<file path="src/rtl/rtc_ctl_pkg.sv">
package rtc_ctl_pkg;

    localparam int BYTE_W     = 8;
    localparam int TIME_BYTES = 3;
    localparam logic [1:0] WILD_CODE = 2'b11;

    // control byte, MSB first
    typedef struct packed {
        logic upd_hold;
        logic per_en;
        logic alm_en;
        logic upd_en;
        logic sqw_en;
        logic bin_mode;
        logic hr24_mode;
        logic dst_en;
    } ctrl_t;

    typedef struct packed {
        logic per_f;
        logic alm_f;
        logic upd_f;
    } evt_t;

    function automatic logic byte_matches(logic [BYTE_W-1:0] now_b,
                                          logic [BYTE_W-1:0] alm_b);
        return (alm_b[BYTE_W-1 -: 2] == WILD_CODE) || (alm_b == now_b);
    endfunction

    function automatic logic [BYTE_W-1:0] flag_byte(evt_t e, logic any_irq);
        return {any_irq, e.per_f, e.alm_f, e.upd_f, 4'b0000};
    endfunction

endpackage

</file>
<file path="src/rtl/rtc_ctrl_reg.sv">
module rtc_ctrl_reg
    import rtc_ctl_pkg::*;
#(
    parameter int ADDR_W    = 2,
    parameter int CTRL_ADDR = 0
) (
    input  logic              clk,
    input  logic              rst,
    input  logic              wr_en,
    input  logic [ADDR_W-1:0] addr,
    input  logic [BYTE_W-1:0] wdata,
    output ctrl_t             ctrl_q
);

    localparam logic [ADDR_W-1:0] SEL = ADDR_W'(CTRL_ADDR);

    ctrl_t nxt;
    logic  hit;

    assign hit = wr_en && (addr == SEL);

    always_comb begin
        nxt = ctrl_t'(wdata);
        // entering hold mode drops the update-ended enable
        if (nxt.upd_hold && !ctrl_q.upd_hold)
            nxt.upd_en = 1'b0;
    end

    // hold, format and daylight bits carry no reset
    always_ff @(posedge clk) begin
        if (rst) begin
            ctrl_q.per_en <= 1'b0;
            ctrl_q.alm_en <= 1'b0;
            ctrl_q.upd_en <= 1'b0;
            ctrl_q.sqw_en <= 1'b0;
        end else if (hit) begin
            ctrl_q <= nxt;
        end
    end

endmodule

</file>
<file path="src/rtl/rtc_alarm_cmp.sv">
module rtc_alarm_cmp
    import rtc_ctl_pkg::*;
#(
    parameter int N = TIME_BYTES
) (
    input  logic [N-1:0][BYTE_W-1:0] now_b,
    input  logic [N-1:0][BYTE_W-1:0] alm_b,
    output logic                     all_hit
);

    logic [N-1:0] hit;

    for (genvar i = 0; i < N; i++) begin : g_byte
        assign hit[i] = byte_matches(now_b[i], alm_b[i]);
    end

    assign all_hit = &hit;

endmodule

</file>
<file path="src/rtl/rtc_event_flags.sv">
module rtc_event_flags
    import rtc_ctl_pkg::*;
(
    input  logic  clk,
    input  logic  rst,
    input  ctrl_t ctrl,
    input  logic  sec_tick,
    input  logic  per_tick,
    input  logic  alarm_hit,
    input  logic  clr,
    output logic  upd_done,
    output evt_t  flags_q,
    output logic  irq_req
);

    evt_t nxt;

    always_comb begin
        nxt = clr ? '0 : flags_q;
        // a new event outranks the read-clear
        if (per_tick)              nxt.per_f = 1'b1;
        if (upd_done)              nxt.upd_f = 1'b1;
        if (upd_done && alarm_hit) nxt.alm_f = 1'b1;
    end

    always_ff @(posedge clk) begin
        if (rst) begin
            upd_done <= 1'b0;
            flags_q  <= '0;
        end else begin
            upd_done <= sec_tick && !ctrl.upd_hold;
            flags_q  <= nxt;
        end
    end

    assign irq_req = (flags_q.per_f && ctrl.per_en)
                  || (flags_q.alm_f && ctrl.alm_en)
                  || (flags_q.upd_f && ctrl.upd_en);

endmodule

</file>
<file path="src/rtl/rtc_ctl_irq.sv">
module rtc_ctl_irq
    import rtc_ctl_pkg::*;
#(
    parameter int ADDR_W    = 2,
    parameter int CTRL_ADDR = 0,
    parameter int FLAG_ADDR = 1
) (
    input  logic              clk,
    input  logic              rst,
    input  logic              wr_en,
    input  logic              rd_en,
    input  logic [ADDR_W-1:0] addr,
    input  logic [7:0]        wdata,
    output logic [7:0]        rdata,
    input  logic              sec_tick,
    input  logic              per_tick,
    input  logic              rate_clk,
    input  logic [7:0]        cur_sec,
    input  logic [7:0]        cur_min,
    input  logic [7:0]        cur_hr,
    input  logic [7:0]        alm_sec,
    input  logic [7:0]        alm_min,
    input  logic [7:0]        alm_hr,
    output logic              irq_n,
    output logic              sqw_out,
    output logic              upd_inhibit,
    output logic              bin_mode,
    output logic              hr24_mode
);

    localparam logic [ADDR_W-1:0] C_SEL = ADDR_W'(CTRL_ADDR);
    localparam logic [ADDR_W-1:0] F_SEL = ADDR_W'(FLAG_ADDR);

    ctrl_t ctrl_q;
    evt_t  flags_q;
    logic  irq_req;
    logic  upd_done;
    logic  alarm_hit;
    logic  flag_clr;
    logic [TIME_BYTES-1:0][BYTE_W-1:0] now_v;
    logic [TIME_BYTES-1:0][BYTE_W-1:0] alm_v;

    assign now_v    = {cur_hr, cur_min, cur_sec};
    assign alm_v    = {alm_hr, alm_min, alm_sec};
    assign flag_clr = rd_en && (addr == F_SEL);

    rtc_ctrl_reg #(.ADDR_W(ADDR_W), .CTRL_ADDR(CTRL_ADDR)) u_reg (
        .clk    (clk),
        .rst    (rst),
        .wr_en  (wr_en),
        .addr   (addr),
        .wdata  (wdata),
        .ctrl_q (ctrl_q)
    );

    rtc_alarm_cmp #(.N(TIME_BYTES)) u_cmp (
        .now_b   (now_v),
        .alm_b   (alm_v),
        .all_hit (alarm_hit)
    );

    rtc_event_flags u_evt (
        .clk       (clk),
        .rst       (rst),
        .ctrl      (ctrl_q),
        .sec_tick  (sec_tick),
        .per_tick  (per_tick),
        .alarm_hit (alarm_hit),
        .clr       (flag_clr),
        .upd_done  (upd_done),
        .flags_q   (flags_q),
        .irq_req   (irq_req)
    );

    always_ff @(posedge clk) begin
        if (rst) sqw_out <= 1'b0;
        else     sqw_out <= ctrl_q.sqw_en && rate_clk;
    end

    always_comb begin
        if (addr == C_SEL)      rdata = ctrl_q;
        else if (addr == F_SEL) rdata = flag_byte(flags_q, irq_req);
        else                    rdata = '0;
    end

    assign irq_n       = !irq_req;
    assign upd_inhibit = ctrl_q.upd_hold;
    assign bin_mode    = ctrl_q.bin_mode;
    assign hr24_mode   = ctrl_q.hr24_mode;

endmodule

</file>
<file path="config.mk">
export PLATFORM = sky130hd
export DESIGN_NAME = rtc_ctl_irq
export DESIGN_NICKNAME = d
export VERILOG_FILES = /design/src/rtl/rtc_ctl_pkg.sv /design/src/rtl/rtc_ctrl_reg.sv /design/src/rtl/rtc_alarm_cmp.sv /design/src/rtl/rtc_event_flags.sv /design/src/rtl/rtc_ctl_irq.sv
export SDC_FILE = /design/constraint.sdc
export NUM_CORES = 1
export LEC_CHECK = 0
export ABC_AREA = 1
export ABC_CLOCK_PERIOD_IN_PS = 1500
export BUFFER_PORTS_ARGS = -buffer_cell sky130_fd_sc_hd__buf_2
export CAP_MARGIN = 0
export CORE_MARGIN = 2
export CORE_UTILIZATION = 38
export DETAILED_ROUTE_END_ITERATION = 6
export PLACE_DENSITY = 0.79
export SLEW_MARGIN = 20
export SYNTH_ARGS = -nofsm -noshare
export SYNTH_HDL_FRONTEND = slang
export SYNTH_SLANG_ARGS = --single-unit
</file>
<file path="constraint.sdc">
create_clock -name clk -period 1.5 [get_ports clk]
set_clock_uncertainty 0.2 [all_clocks]
set_input_delay 0 -clock clk [delete_from_list [all_inputs] [get_ports clk]]
set_output_delay 0 -clock clk [all_outputs]
set_load 0.01 [all_outputs]
</file>
==> results.json, run 1 <==
{
  "grt_max_degree": 11,
  "layout_commonest_cell": "buf_2",
  "arrival_ns": 1.44,
  "synthesis.area_um2": 957,
  "postRouteAntennaNets": 0,
  "gp_congestion": 0.750,
  "comb_power_share": 0.325,
  "area_delta_synth_final_pct": 76.9,
  "period_needed_ns": 1.48,
  "core_um2": 2430,
  "port_buffers": 77,
  "violations": "negative hold slack",
  "clock_power_share": 0.243,
  "fp.dieH_um": 54.2,
  "drive_gt1_frac": 0.348,
  "yosys.area_share.simple": 0.352,
  "regToRegSetupSlack_ns": 0.06,
  "clk_latency_ns": 0.28,
  "final-hold-violation-count": 2,
  "syn_inst": 157,
  "drt_pass1_iterations": 4,
  "place_inst": 263,
  "syn_nets": 222,
  "max_cap_violations": 0,
  "p_leak_nw": 0.953,
  "path_cells": "dlygate4sd3_1, buf_2, nand2_2, a21oi_2, dlygate4sd3_1, nor2_1",
  "drt-initial-drc-count": 21,
  "drt_wl_total_um": 2750,
  "crit_path_start_kind": "input port",
  "synth_top_family_by_area": "simple AND/OR/NAND/NOR gates",
  "io_pins": 78,
  "synthDistinctLibCells": 15,
  "pre_cts_ws_ns": 0.263,
  "htreeDepth": 1,
  "finalMaxSlewViolations": 0,
  "rows": 18,
  "synthXorXnorAreaFrac": 0.128,
  "start_util": 0.394,
  "hold_slack_ns": -0.0277,
  "cp-end-kind": "flop",
  "placed_area_um2": 1380,
  "ys_seq_area_frac": 0.314,
  "post-route-period-util": 0.984,
  "worst_slew_pin_slew_ns": 0.307,
  "layout.nets": 330,
  "cts_buffer_depth": 2,
  "cp_slowest_cell": "dlygate4sd3_1",
  "synth_seq_cells": 13,
  "clkTransAtPathRegs_ns": 0.07,
  "synth-compound-area-share": 0.0810,
  "die_w_um": 54.2,
  "post_cts_buffers": 0,
  "grt_pass1_vias": 1125,
  "critical_path_class": "input port to flop",
  "crit_path_max_incr_delay_ns": 0.56,
  "maxSlewHeadroom": 0.794,
  "ys.warnings.count": 0,
  "avgSynthCellArea_um2": 6.10,
  "final_cells": 294,
  "final_cell_mix": "buf_2 (77), nand2_1 (60), inv_1 (30)",
  "die_area_um2": 2940,
  "drc_errors": 0,
  "numClockSinks": 13,
  "antenna_cells": 0,
  "num-fill-cells": 205,
  "status": "finished, violations left",
  "path_max_fanout": 3,
  "grt.overflow.total": 0,
  "power_switching_uw": 245,
  "p_per_area_nw_per_um2": 525,
  "p_seq_frac": 0.432,
  "ir_worst_vdd_mv": 0.437,
  "cts_buffers": 3,
  "antenna_found_initial": 0,
  "wl_per_cell_um": 9.35,
  "worstPathRequired_ns": 1.46,
  "cts-root-buf": "clkbuf_4",
  "grt_first_pass_wirelength_um": 4220,
  "dp_hpwl_um": 1840,
  "setup_viol": 0,
  "min_path_type": "input port to flop",
  "muxShareOfSynthArea": 0,
  "num_vias": 1265,
  "setup_slack_ns": 0.0233,
  "final_cell_area_um2": 1690,
  "cts_tree": "built",
  "crit_top_cell": "dlygate4sd3_1",
  "avgViaCountPerCell": 4.30,
  "p_int_uw": 644,
  "track_usage": 0.196,
  "fmax_ghz": 0.677,
  "synthAdderAreaFrac": 0,
  "swShare": 0.276
}
[metrics by stage]
| step | power (mW) | hold WS [ns] | setup TNS [ns] | utilization |
|---|---|---|---|---|
| after floorplan | 0.506 | -0.101 | 0 | - |
| after global placement | 0.619 | -0.0208 | 0 | 0.566 |
| after detailed placement | 0.624 | -0.0185 | 0 | 0.566 |
| after CTS | 0.870 | 0.00489 | 0 | 0.692 |
| after global routing | 0.945 | 0.0155 | -0.000250 | 0.696 |
| final | 0.889 | -0.0277 | 0 | 0.696 |
[critical path: cells and delay by family]
family | cells | cell delay [ns]
simple gates | 2 | 0.12
buf+inv | 3 | 1.19
compound gates | 1 | 0.14
[cell families after synthesis]
kind of cell              Yosys count
buffers and inverters              32
AOI/OAI and AO/OA                  12
DFF                                13
xor gates and xnor gates           14
and+or+nand+nor                    86
[power groups by stage]
stage	clock [mW]	sequential (mW)	combinational [mW]
floorplan	0	0.390	0.116
global placement	0	0.389	0.230
detailed placement	0	0.390	0.234
CTS	0.204	0.381	0.284
global route	0.234	0.385	0.326
finish	0.216	0.384	0.289
[routing by layer]
metal | up-vias | wire length [um] | part of all wire | track usage
met2 | 48 | 1530 | 0.56 | 0.392
met4 | 0 | 8 | 0.0029 | 0.0625
li1 | 678 | - | - | -
met5 | - | 0 | 0 | 0
met1 | 537 | 1070 | 0.39 | 0.216
met3 | 2 | 142 | 0.052 | 0.00833
[final timing paths]
kind              startpoint               end  depth (start not counted)
max                    rd_en  u_evt.flags_q[2]                          6
min                  addr[1]  u_evt.flags_q[0]                          5
max reg2reg  u_reg.ctrl_q[7]    u_evt.upd_done                          4
min reg2reg  u_reg.ctrl_q[6]   u_reg.ctrl_q[6]                          2
[cell type report]
cell class	instances	area (um2)	area share
repair buffers	104	656	0.387
multi-input cells	112	556	0.328
flip-flops and latches	13	302	0.178
inverters	31	116	0.0687
well taps	30	37.5	0.0222
clock buffers	4	26.3	0.0155
[cells in the mapped netlist (all sizes together)]
cell / instances / area, um2
a22o: 3 / 26.3
inv: 31 / 116
nand2: 63 / 241
dfxtp: 9 / 180
clkbuf: 1 / 3.75
nor2: 22 / 90.1
o22ai: 1 / 6.26
a211oi: 2 / 15.0
nand3: 1 / 5.00
xnor2: 14 / 123
edfxtp: 4 / 120
a21oi: 5 / 25.0
o21ai: 1 / 5.00
[registers in the layout, summed over array words and instances, names as in the netlist]
register / cells
sqw_out: 1
u_evt.flags_q: 3
u_evt.upd_done: 1
u_reg.ctrl_q: 8
[what timing repair did]
action / in CTS / in global routing
setup endpoints to repair: 0 / 6
endpoints found under the hold margin: 13 / 0
gates resized for setup: 0 / 7
hold buffers: 28 / 0
(Power assumes the default switching activity.)
==> inputs of run 2 (changes only) <==
--- a/config.mk
+++ b/config.mk
@@ -11,6 +11,6 @@
 export CAP_MARGIN = 0
+export CORE_ASPECT_RATIO = 2
 export CORE_MARGIN = 2
-export CORE_UTILIZATION = 38
+export CORE_UTILIZATION = 25
 export DETAILED_ROUTE_END_ITERATION = 6
-export PLACE_DENSITY = 0.79
 export SLEW_MARGIN = 20
==> constraint.sdc (replaced) <==
create_clock -name clk -period 1.5 [get_ports clk]
set_clock_uncertainty 0.2 [all_clocks]
set_input_delay 0.075 -clock clk [delete_from_list [all_inputs] [get_ports clk]]
set_output_delay 0.075 -clock clk [all_outputs]
set_load 0.01 [all_outputs]
==> run 2 against run 1 <==
Net effect:
- the run still ends with negative hold slack left
- first-iteration DRC count is 71% lower
- worst hold slack better by 0.023 ns
- flip-flop and latch count stayed put
- non-clock buffer count is 10 lower
- worst setup slack better by 0.027 ns
- count of clock-buffer cells in the layout stayed put
- sequential power hardly changed
- routed wire length is 4.5% lower
- core utilization is 25 points lower
- critical path type unchanged
- largest cell class is now multi-input gates
==> results.json, run 2 (synthesized netlist as in run 1, its figures left out) <==
{
  "power_switching_uw": 245,
  "gp_congestion": 0.747,
  "port_buffers": 77,
  "violations": "negative hold slack",
  "num_vias": 1244,
  "track_usage": 0.133,
  "final_util": 0.449,
  "regToRegSetupSlack_ns": 0.06,
  "rsz0062_at_grt": "no",
  "grt_pass1_vias": 1253,
  "p_leak_nw": 0.923,
  "cts_buffers": 3,
  "reg2reg_depth": 4,
  "final-hold-violation-count": 1,
  "die_w_um": 47.8,
  "clk_latency_ns": 0.24,
  "clkTransAtPathRegs_ns": 0.05,
  "cp-end-kind": "flop",
  "setup-tns-final_ns": 0,
  "fp.dieH_um": 91.5,
  "worstPathRequired_ns": 1.43,
  "htreeDepth": 1,
  "p_seq_frac": 0.400,
  "post-route-period-util": 0.967,
  "wl_per_cell_um": 8.66,
  "start_util": 0.263,
  "path_max_fanout": 1,
  "max_cap_violations": 0,
  "cts_tree": "built",
  "core_um2": 3650,
  "fmax_ghz": 0.690,
  "final_cell_mix": "buf_2 (77), nand2_1 (61), inv_1 (30)",
  "num-fill-cells": 420,
  "grt_max_degree": 8,
  "avgViaCountPerCell": 4.11,
  "hold_slack_ns": -0.00476,
  "drt_wl_total_um": 2620,
  "swShare": 0.255,
  "postRouteAntennaNets": 0,
  "maxSlewHeadroom": 0.787,
  "antenna_found_initial": 0,
  "clock_power_share": 0.318,
  "numClockSinks": 13,
  "drt-initial-drc-count": 6,
  "arrival_ns": 1.38,
  "io_pins": 78,
  "worst_slew_pin_slew_ns": 0.319,
  "ir_worst_vdd_mv": 0.219,
  "finalMaxSlewViolations": 0,
  "dp_hpwl_um": 2210,
  "comb_power_share": 0.283,
  "top_regs": "u_reg.ctrl_q x8, u_evt.flags_q x3",
  "rows": 31,
  "p_per_area_nw_per_um2": 587,
  "min_path_type": "input port to flop",
  "drive_gt1_frac": 0.362,
  "setup_viol": 0,
  "drc_errors": 0,
  "die_area_um2": 4370,
  "drt_pass1_iterations": 4,
  "status": "finished, violations left",
  "hold_depth": 4,
  "layout.nets": 320,
  "max_flop_register": "u_reg.ctrl_q",
  "largest_reg_flops": 8,
  "crit_path_start_kind": "input port",
  "grt_first_pass_wirelength_um": 4360,
  "p_int_uw": 716,
  "cts_buffer_depth": 2,
  "area_delta_synth_final_pct": 71.0,
  "grt.overflow.total": 0,
  "layout_commonest_cell": "buf_2",
  "cts-root-buf": "clkbuf_8",
  "period_needed_ns": 1.45,
  "critical_path_class": "input port to flop",
  "antenna_cells": 0
}
[run 2: path summary, 6_finish.rpt]
| check | from | to |
|---|---|---|
| worst min register to register | u_evt.upd_done | u_evt.flags_q[0] |
| worst max register to register | u_reg.ctrl_q[7] | u_evt.upd_done |
| worst min-delay path | rd_en | u_evt.flags_q[2] |
| worst max-delay path | wdata[5] | u_reg.ctrl_q[5] |
[run 2: per-layer routing]
layer	global-route usage	vias up	routed length (um)
li1	-	655	-
met1	0.105	535	830
met2	0.267	46	1600
met3	0.00596	8	109
met4	0.0766	0	82
met5	0	-	0
[run 2: per-stage QoR]
step	power [mW]	setup slack (ns)	hold WS, ns	cells	instance area, um2
6_report	0.960	0.0500	-0.00476	303	1640
5_1_grt	1.03	0.0102	0.0234	303	1640
4_1_cts	0.976	0.0201	0.00276	305	1630
3_5_place_dp	0.630	0.231	0.0575	283	1410
3_3_place_gp	0.625	0.249	0.0611	283	1410
2_1_floorplan	0.506	0.302	-0.0261	157	957
[run 2: critical path, cell delays in order]
cell and delay, ns:
dlygate4sd3_1 0.53, buf_2 0.12, nand2_1 0.06, a21oi_1 0.05
dlygate4sd3_1 0.55
[run 2: what timing repair did]
| item | 4_1_cts | 5_1_grt |
|---|---|---|
| gates resized for setup | 0 | 7 |
| setup buffers | 0 | 0 |
| hold buffers | 18 | 1 |
| setup endpoints to repair | 0 | 6 |
| hold endpoints to repair | 13 | 2 |
[run 2: layout make-up]
class / count / area (um2) / area share
well taps: 49 / 61.3 / 0.0375
repair buffers: 94 / 553 / 0.338
flip-flops and latches: 13 / 300 / 0.183
multi-input cells: 112 / 561 / 0.343
clock buffers: 4 / 45.0 / 0.0275
inverters: 31 / 116 / 0.0711
[run 2: power by group through the flow]
stage | Combinational (mW) | Clock, mW | Sequential [mW]
floorplan | 0.116 | 0 | 0.390
global placement | 0.235 | 0 | 0.390
detailed placement | 0.240 | 0 | 0.390
CTS | 0.275 | 0.319 | 0.383
global route | 0.310 | 0.331 | 0.385
finish | 0.272 | 0.305 | 0.384
==> inputs of run 3 (changes only) <==
ABC_AREA = not set   (was 1)
==> run 3 against run 2 <==
Net effect:
- the flow finishes with violations (negative setup slack)
- worst hold slack better by 0.011 ns
- worst setup slack worse by 0.13 ns
- count of clock-buffer cells in the layout stayed put
- maximum frequency is 8.3% lower
- total power is 2.3% lower
- flip-flop and latch count stayed put
- first-iteration DRC count grew to 2.7 times the previous value
- critical path type is now flop to output port
- sequential share of layout area is 2.1 points higher
- global-route usage is 1.8 points higher
- largest cell class is now buffers
- sequential power hardly changed
- highest routed layer unchanged
==> results.json, run 3 <==
{
  "drt_wl_total_um": 2770,
  "synth_seq_cells": 13,
  "track_usage": 0.150,
  "grt.overflow.total": 0,
  "grt_first_pass_wirelength_um": 4280,
  "clkTransAtPathRegs_ns": 0.05,
  "wl_per_cell_um": 12.7,
  "setup_viol": 1,
  "cts_tree": "built",
  "cp-end-kind": "output port",
  "layout.nets": 252,
  "ir_worst_vdd_mv": 0.543,
  "synthesis.area_um2": 812,
  "min_path_type": "input port to flop",
  "synth-edff-count": 4,
  "largest_reg_flops": 8,
  "p_per_area_nw_per_um2": 633,
  "yosys.area.top_type": "xor2_1",
  "synth_top_cells_by_area": "xor2_1 (26%), dfxtp_1 (22%), edfxtp_1 (15%)",
  "arrival_ns": 1.31,
  "post-route-period-util": 1.05,
  "io_pins": 78,
  "status": "finished, violations left",
  "final_cell_area_um2": 1480,
  "synthDistinctLibCells": 22,
  "placed_area_um2": 1230,
  "place_inst": 194,
  "final_cell_mix": "buf_2 (77), xor2_1 (24), dlygate4sd3_1 (16)",
  "cts-root-buf": "clkbuf_8",
  "max_cap_violations": 0,
  "port_buffers": 77,
  "rsz0062_at_grt": "yes",
  "drt-initial-drc-count": 16,
  "worst_slew_pin_slew_ns": 0.432,
  "path_max_fanout": 2,
  "max_flop_register": "u_reg.ctrl_q",
  "rows": 29,
  "grt_max_degree": 9,
  "start_util": 0.260,
  "clk_latency_ns": 0.24,
  "setup-tns-final_ns": -0.0812,
  "fin_total_pwr_uw": 938,
  "cts_buffers": 3,
  "cts_buffer_depth": 2,
  "critical_path_class": "flop to output port",
  "drive_gt1_frac": 0.489,
  "syn_inst": 87,
  "syn_nets": 152,
  "layout_commonest_cell": "buf_2",
  "antenna_cells": 0,
  "worstPathRequired_ns": 1.22,
  "fp.dieH_um": 84.6,
  "final_cells": 217,
  "async_reset_ff_frac": 0,
  "ys.warnings.count": 0,
  "crit_path_start_kind": "flop",
  "grt_pass1_vias": 1084,
  "gp_congestion": 0.834,
  "synth_top_area_share": 0.259,
  "finalMaxSlewViolations": 0,
  "dp_hpwl_um": 2220,
  "ys_top_cells_by_count": "xor2_1 (24), dfxtp_1 (9), nor2_1 (8), a21oi_1 (6), nor4_1 (6)",
  "drc_errors": 0,
  "htreeDepth": 1,
  "drt_pass1_iterations": 4,
  "final_util": 0.475,
  "avgViaCountPerCell": 4.70,
  "period_needed_ns": 1.58,
  "fmax_ghz": 0.632,
  "ys.flop_type": "dfxtp_1",
  "die_area_um2": 3750,
  "violations": "negative setup slack",
  "setup_slack_ns": -0.0812,
  "ys_seq_area_frac": 0.370,
  "synth.most_common_cell": "xor2_1",
  "top_regs": "u_reg.ctrl_q x8, u_evt.flags_q x3",
  "final-hold-violation-count": 0,
  "postRouteAntennaNets": 0,
  "p_leak_nw": 0.733,
  "antenna_found_initial": 0,
  "hold_slack_ns": 0.00605,
  "core_um2": 3120,
  "area_delta_synth_final_pct": 82.4,
  "numClockSinks": 13,
  "maxSlewHeadroom": 0.712,
  "num_vias": 1019,
  "avgSynthCellArea_um2": 9.33,
  "pre_cts_ws_ns": 0.0686,
  "die_w_um": 44.3
}
## run 3: cell types whose count changed in the layout (fill, tap and decap cells not counted), moves of 6 or more
cell	previous run	this run
nand2_1	61	5
inv_1	30	1
xor2_1	0	24
xnor2_1	14	0
nor2_1	17	8
nor4_1	0	6
## run 3: logic make-up after synthesis
| family | Yosys count | synth area share |
|---|---|---|
| AOI/OAI and AO/OA | 13 | 0.117 |
| xor gates and xnor gates | 24 | 0.259 |
| buffers and inverters | 3 | 0.0154 |
| DFF | 13 | 0.370 |
| muxes | 3 | 0.0370 |
| and+or+nand+nor | 31 | 0.202 |
## run 3: worst paths after layout
path | start | endpoint | slack [ns] | cells past startpoint
setup reg to reg | u_reg.ctrl_q[7] | u_evt.upd_done | 0.08 | 2
setup / recovery | u_evt.flags_q[2] | rdata[7] | -0.08 | 3
hold / removal | rst | sqw_out | 0.006 | 2
hold reg to reg | u_reg.ctrl_q[4] | u_reg.ctrl_q[4] | 0.28 | 2
## run 3: metal layers
metal | vias up | global-route usage | wire length (um)
met1 | 449 | 0.136 | 945
met5 | - | 0 | 0
met2 | 60 | 0.309 | 1570
met3 | 2 | 0.0258 | 247
li1 | 508 | - | -
met4 | 0 | 0.0413 | 6
## run 3: critical path: stages (launching register included)
cell and delay, ns:
dfxtp_2 0.32, a222oi_1 0.45, a211oi_1 0.13, buf_2 0.17
## run 3: area by class of cell
cell class / count / area, um2
Sequential cell: 13 / 303
Tap cell: 31 / 38.8
Clock buffer: 4 / 45.0
Inverter: 1 / 3.75
Timing Repair Buffer: 97 / 576
Multi-Input combinational cell: 71 / 515
Fill cell: 324 / 1640
## run 3: what timing repair did
item / in CTS / in global routing
endpoints found under the hold margin: 12 / 2
resized for setup: 2 / 4
pin swaps: 2 / 1
buffers inserted: 2 / 1
setup endpoints to repair: 2 / 6
hold buffers: 17 / 2
## run 3: power by group
part | total, mW | switching (mW) | internal, mW
logic | 0.249 | 0.106 | 0.144
registers | 0.382 | 0.00694 | 0.375
clock network | 0.307 | 0.120 | 0.187
